==> config.mk <==
export PLATFORM = sky130hd
export DESIGN_NAME = upset_tolerant_key_fsm
export DESIGN_NICKNAME = d
export VERILOG_FILES = /design/src/rtl/key_fsm_pkg.sv /design/src/rtl/state_word_encoder.sv /design/src/rtl/state_word_decoder.sv /design/src/rtl/prefix_step_table.sv /design/src/rtl/upset_tolerant_key_fsm.sv
export SDC_FILE = /design/constraint.sdc
export NUM_CORES = 1
export LEC_CHECK = 0
export CORE_MARGIN = 5
export CORE_UTILIZATION = 45
export CTS_CLUSTER_DIAMETER = 120
export DETAILED_ROUTE_END_ITERATION = 16
export PLACE_DENSITY = 0.7
export SYNTH_ARGS = -nofsm -noshare
export SYNTH_HDL_FRONTEND = slang
export SYNTH_SLANG_ARGS = --single-unit
==> constraint.sdc <==
create_clock -name clk -period 2.9 [get_ports clk]
set_input_delay 0.29 -clock clk [delete_from_list [all_inputs] [get_ports clk]]
set_output_delay 0.29 -clock clk [all_outputs]
set_load 0.01 [all_outputs]
==> src/rtl/key_fsm_pkg.sv <==
package key_fsm_pkg;
  localparam int IDX_W  = 4;
  localparam int WORD_W = 8;

  // Stored word layout: [7]=i3 [6]=i2 [5]=i1 [4]=c3 [3]=i0 [2]=c2 [1]=c1 [0]=overall parity
  function automatic logic [WORD_W-1:0] word_encode(input logic [IDX_W-1:0] d);
    logic [WORD_W-1:0] w;
    w[3] = d[0];
    w[5] = d[1];
    w[6] = d[2];
    w[7] = d[3];
    w[1] = d[0] ^ d[1] ^ d[3];
    w[2] = d[0] ^ d[2] ^ d[3];
    w[4] = d[1] ^ d[2] ^ d[3];
    w[0] = ^w[7:1];
    return w;
  endfunction

  // Transition entry: bits [3:0] next prefix length, bit 4 match
  function automatic logic [4:0] prefix_step(input int s, input int b, input int w,
                                             input logic [31:0] key);
    int best;
    int p;
    bit hit;
    bit ok;
    bit c;
    int lmax;
    if (s >= w) return 5'd0;
    hit  = (s == w - 1) && (key[0] == b[0]);
    lmax = (s + 1 > w - 1) ? w - 1 : s + 1;
    best = 0;
    for (int len = lmax; len >= 1; len--) begin
      if (best == 0) begin
        ok = 1'b1;
        for (int j = 0; j < len; j++) begin
          p = s + 1 - len + j;
          c = (p == s) ? b[0] : key[w-1-p];
          if (c != key[w-1-j]) ok = 1'b0;
        end
        if (ok) best = len;
      end
    end
    return {hit, 4'(best)};
  endfunction
endpackage

==> src/rtl/state_word_encoder.sv <==
module state_word_encoder
  import key_fsm_pkg::*;
(
  input  logic [IDX_W-1:0]  idx,
  output logic [WORD_W-1:0] word
);
  assign word = word_encode(idx);
endmodule

==> src/rtl/state_word_decoder.sv <==
module state_word_decoder
  import key_fsm_pkg::*;
(
  input  logic [WORD_W-1:0] word,
  output logic [IDX_W-1:0]  idx,
  output logic              single_err,
  output logic              double_err,
  output logic              any_err
);
  logic [2:0] syn;
  logic       par;

  always_comb begin
    syn[0] = word[1] ^ word[3] ^ word[5] ^ word[7];
    syn[1] = word[2] ^ word[3] ^ word[6] ^ word[7];
    syn[2] = word[4] ^ word[5] ^ word[6] ^ word[7];
    par    = ^word;
    single_err = par;
    double_err = !par && (syn != 3'd0);
    any_err    = par || (syn != 3'd0);
    idx[0] = word[3] ^ (single_err && syn == 3'd3);
    idx[1] = word[5] ^ (single_err && syn == 3'd5);
    idx[2] = word[6] ^ (single_err && syn == 3'd6);
    idx[3] = word[7] ^ (single_err && syn == 3'd7);
  end
endmodule

==> src/rtl/prefix_step_table.sv <==
module prefix_step_table
  import key_fsm_pkg::*;
#(
  parameter int              KEY_W = 16,
  parameter logic [KEY_W-1:0] KEY  = 16'hB5B5
) (
  input  logic [IDX_W-1:0] cur,
  input  logic             bit_in,
  output logic [IDX_W-1:0] nxt,
  output logic             hit
);
  localparam int ENTRIES = 2 ** (IDX_W + 1);

  logic [IDX_W-1:0] nxt_tbl [ENTRIES];
  logic             hit_tbl [ENTRIES];

  for (genvar s = 0; s < 2 ** IDX_W; s++) begin : g_state
    for (genvar b = 0; b < 2; b++) begin : g_bit
      localparam logic [4:0] ENT = prefix_step(s, b, KEY_W, 32'(KEY));
      assign nxt_tbl[s*2+b] = ENT[3:0];
      assign hit_tbl[s*2+b] = ENT[4];
    end
  end

  assign nxt = nxt_tbl[{cur, bit_in}];
  assign hit = hit_tbl[{cur, bit_in}];
endmodule

==> src/rtl/upset_tolerant_key_fsm.sv <==
module upset_tolerant_key_fsm
  import key_fsm_pkg::*;
#(
  parameter int              KEY_W = 16,
  parameter logic [KEY_W-1:0] KEY  = 16'hB5B5
) (
  input  logic              clk,
  input  logic              rst_n,
  input  logic              in_valid,
  output logic              in_ready,
  input  logic              in_bit,
  input  logic [WORD_W-1:0] seu_flip,
  output logic              match_o,
  output logic              upset_o
);
  localparam logic [WORD_W-1:0] IDLE_WORD = word_encode(IDX_W'(0));

  logic [WORD_W-1:0] state_word;
  logic [WORD_W-1:0] next_word;
  logic [IDX_W-1:0]  cur_idx;
  logic [IDX_W-1:0]  step_idx;
  logic [IDX_W-1:0]  next_idx;
  logic              step_hit;
  logic              take_hit;
  logic              single_err;
  logic              double_err;
  logic              any_err;

  state_word_decoder u_dec (
    .word       (state_word),
    .idx        (cur_idx),
    .single_err (single_err),
    .double_err (double_err),
    .any_err    (any_err)
  );

  prefix_step_table #(.KEY_W(KEY_W), .KEY(KEY)) u_tbl (
    .cur    (cur_idx),
    .bit_in (in_bit),
    .nxt    (step_idx),
    .hit    (step_hit)
  );

  always_comb begin
    if (double_err) begin
      next_idx = '0;
      take_hit = 1'b0;
    end else if (in_valid) begin
      next_idx = step_idx;
      take_hit = step_hit;
    end else begin
      next_idx = cur_idx;
      take_hit = 1'b0;
    end
  end

  state_word_encoder u_enc (
    .idx  (next_idx),
    .word (next_word)
  );

  always_ff @(posedge clk) begin
    if (!rst_n) begin
      state_word <= IDLE_WORD;
      match_o    <= 1'b0;
      upset_o    <= 1'b0;
    end else begin
      state_word <= next_word ^ seu_flip;
      match_o    <= take_hit;
      upset_o    <= any_err;
    end
  end

  assign in_ready = 1'b1;

  logic unused_single;
  assign unused_single = single_err;
endmodule

==> impl_metrics.xml <==
<?xml version="1.0" encoding="UTF-8"?>
<metrics>
  <group name="outcome">
    <metric name="run_status" unit="">finished with violations</metric>
    <metric name="violated_checks" unit="">setup timing</metric>
  </group>
  <group name="logic_synthesis">
    <metric name="async_flop_share" unit="%">0</metric>
    <metric name="synth_seq_cells" unit="">10</metric>
    <metric name="postSynthNetCount" unit="">140</metric>
    <metric name="synthesis.yosys.warnings" unit="">0</metric>
    <metric name="yosysUniqueCellTypes" unit="">48</metric>
    <metric name="synthTopCellsByCount" unit="">xnor2_1, dfxtp_1, nand3_1, xor2_1</metric>
    <metric name="netlist.top_cell.by_area" unit="">dfxtp_1</metric>
    <metric name="yosys-top-cells-area" unit="">dfxtp_1, xnor2_1, xnor2_2</metric>
    <metric name="synth-edff-count" unit="">0</metric>
    <metric name="syn-cell-area" unit="um2">1194</metric>
    <metric name="synth-main-ff-cell" unit="">dfxtp_1</metric>
    <metric name="synth_sequential_area_ratio" unit="%">16.77</metric>
    <metric name="syn_inst" unit="">124</metric>
    <metric name="synth_most_common_cell" unit="">xnor2_1</metric>
    <metric name="synthesized_area_per_cell" unit="um2">9.626</metric>
    <metric name="synth_top_area_share" unit="%">16.77</metric>
  </group>
  <group name="timing">
    <metric name="finalWorstPathRequiredPeriod" unit="ns">3.114</metric>
    <metric name="finalHoldViolations" unit="">0</metric>
    <metric name="rsz0062_at_grt" unit="">true</metric>
    <metric name="slew_violations" unit="">0</metric>
    <metric name="maximum_achievable_frequency" unit="GHz">0.3211</metric>
    <metric name="final.hold.worst_slack" unit="ns">0.6256</metric>
    <metric name="timing.final.setup_violations" unit="">3</metric>
    <metric name="tightest_pin_transition" unit="ns">0.6489</metric>
    <metric name="layout_worst_path_cycle_share" unit="%">107.4</metric>
    <metric name="slew-limit-headroom" unit="%">56.45</metric>
    <metric name="slack_of_the_critical_path" unit="ns">-0.2142</metric>
    <metric name="finalSetupTns" unit="ns">-0.3606</metric>
    <metric name="finalClockSkew" unit="ns">0.006166</metric>
  </group>
  <group name="clock_network">
    <metric name="hold_buffers" unit="">0</metric>
    <metric name="cts_tree" unit="">done</metric>
    <metric name="cts-root-buf" unit="">clkbuf_4</metric>
    <metric name="clk_transition_reported_paths" unit="ns">0.07</metric>
    <metric name="clkSinkCount" unit="">10</metric>
    <metric name="clock_tree.htree_level_count" unit="">1</metric>
    <metric name="clock_latency" unit="ns">0.27</metric>
    <metric name="cts-root-to-sink-buffers" unit="">2</metric>
    <metric name="cts_buffers" unit="">3</metric>
  </group>
  <group name="grt">
    <metric name="grt-ovfl-total" unit="">0</metric>
    <metric name="grtUsageTotal" unit="%">16.80</metric>
    <metric name="grt_antenna_before_repair" unit="">0</metric>
    <metric name="grt_pass1_vias" unit="">1104</metric>
    <metric name="grt_start_max_net_pins" unit="">12</metric>
    <metric name="grt_first_pass_wirelength" unit="mm">4.698</metric>
  </group>
  <group name="floorplanning">
    <metric name="placement_rows" unit="">18</metric>
    <metric name="initial_core_utilization" unit="%">47.75</metric>
    <metric name="die-width" unit="um">61.50</metric>
    <metric name="core" unit="um2">2500</metric>
    <metric name="die_area" unit="um2">3782</metric>
    <metric name="io_pins" unit="">15</metric>
    <metric name="die_height" unit="um">61.50</metric>
  </group>
  <group name="worst_setup_path">
    <metric name="critical_path_arrival" unit="ns">3.27</metric>
    <metric name="critical_path_required" unit="ns">3.06</metric>
    <metric name="crit_type" unit="">reg -&gt; reg</metric>
    <metric name="crit_path_max_fanout" unit="">4</metric>
    <metric name="worstSetupEndpointType" unit="">flip-flop</metric>
    <metric name="type_of_element_launching_the_critical_path" unit="">flip-flop</metric>
  </group>
  <group name="placement">
    <metric name="port_buffers" unit="">13</metric>
    <metric name="dpl.hpwl" unit="mm">2.261</metric>
    <metric name="replace_congestion" unit="">0.9407</metric>
  </group>
  <group name="finish">
    <metric name="final_net_count" unit="">197</metric>
    <metric name="finish.utilization" unit="%">79.53</metric>
    <metric name="areaGrowthSynthToFinish" unit="%">66.56</metric>
    <metric name="layout-drive-gt1-share" unit="%">58.33</metric>
    <metric name="antennaDiodeCount" unit="">0</metric>
  </group>
  <group name="route">
    <metric name="drt-initial-drc-count" unit="">20</metric>
    <metric name="drtAntennaViolNets" unit="">0</metric>
    <metric name="route.vias.total" unit="">1112</metric>
    <metric name="postRouteWirelength" unit="mm">3.064</metric>
    <metric name="wire_per_inst" unit="um">14.59</metric>
    <metric name="drt_pre_antenna_iters" unit="">4</metric>
    <metric name="drt-vias-per-instance" unit="">5.295</metric>
    <metric name="route.detailed.drc" unit="">0</metric>
  </group>
  <group name="min_path">
    <metric name="timing.hold.worst.class" unit="">in -&gt; reg</metric>
  </group>
  <group name="run">
    <metric name="timing.max_cap.violations" unit="">0</metric>
  </group>
</metrics>
-- stage by stage --
| stage | cell area [um2] | instances | setup slack, ns |
|---|---|---|---|
| final | 1988 | 210 | -0.2142 |
| after detailed placement | 1695 | 194 | -0.4626 |
| after global routing | 1988 | 210 | -0.3863 |
| after global placement | 1695 | 194 | -0.3768 |
| after CTS | 1812 | 200 | -0.1875 |
| after floorplan | 1323 | 124 | -0.1837 |
-- sequential cells by signal (all words and copies together) (netlist names) --
signal      cells
match_o         1
upset_o         1
state_word      8
-- layer usage --
layer	vias up	track usage, %	part of all wire [%]
met5	-	0	0
met4	0	5.758	1.6
met3	6	3.354	3.1
met2	27	30.64	57
met1	538	19.29	39
li1	541	-	-
-- cell families after synthesis --
logic type | after synthesis | synth area share, %
mux | 6 | 5.032
simple gates | 38 | 16.98
flops | 10 | 16.77
compound gates | 23 | 20.13
other cells | 1 | 0.3142
fa+ha+maj | 4 | 4.193
xor+xnor | 31 | 31.45
buf+inv | 11 | 5.135
-- critical path: stages, from the launching register on --
cell	delay (ns)
dfxtp_4	0.42
xor2_4	0.21
xor2_2	0.17
o211ai_1	0.15
xnor2_2	0.17
ha_1	0.31
or2_4	0.24
a21oi_2	0.13
o21ai_2	0.07
a221oi_2	0.35
nor2_2	0.12
xor2_1	0.16
or3_1	0.33
and3_1	0.17
-- repair_timing --
item                                    4_1_cts  5_1_grt
buffers inserted                              2       10
pin swaps                                    11        8
resized for setup                            13       20
endpoints found under the setup margin        5        6
-- placed cells by master, fill, tap and decap left out, types with 2 or more instances in the layout --
cell type	instances
buf_4	42
clkdlybuf4s50_1	13
xnor2_2	10
nand3_1	7
nand2_1	6
xnor2_1	6
and2_1	6
xor2_4	5
mux2i_1	5
inv_1	4
nor3_2	4
ha_1	4
dfxtp_4	4
xor2_2	3
xnor2_4	3
nor2_1	3
xor2_1	3
clkbuf_4	3
dfxtp_1	3
dfxtp_2	3
nor3_4	2
o211ai_4	2
o21ai_0	2
a21oi_2	2
nand2b_1	2
buf_6	2
-- area by class of cell --
type / count / area, um2
flip-flops and latches: 10 / 219.0
inverters: 5 / 18.77
fillers: 158 / 511.7
repair buffers: 58 / 488.0
well taps: 30 / 37.54
clock buffers: 4 / 36.28
multi-input cells: 103 / 1189
-- worst paths after layout --
kind                                                from                       end  slack (ns)  depth (start not counted)
worst max register to register  state_word[6]$_SDFF_PN0_  state_word[2]$_SDFF_PN0_       -0.21                         13
worst max-delay path            state_word[6]$_SDFF_PN0_  state_word[2]$_SDFF_PN0_       -0.21                         13
worst min-delay path                         seu_flip[0]  state_word[0]$_SDFF_PN0_        0.63                          3
worst min register to register  state_word[0]$_SDFF_PN0_        upset_o$_SDFF_PN0_        0.87                          4
Power is not shown: default switching activity piles up to over one toggle a cycle in this logic, so the estimate is an artifact.
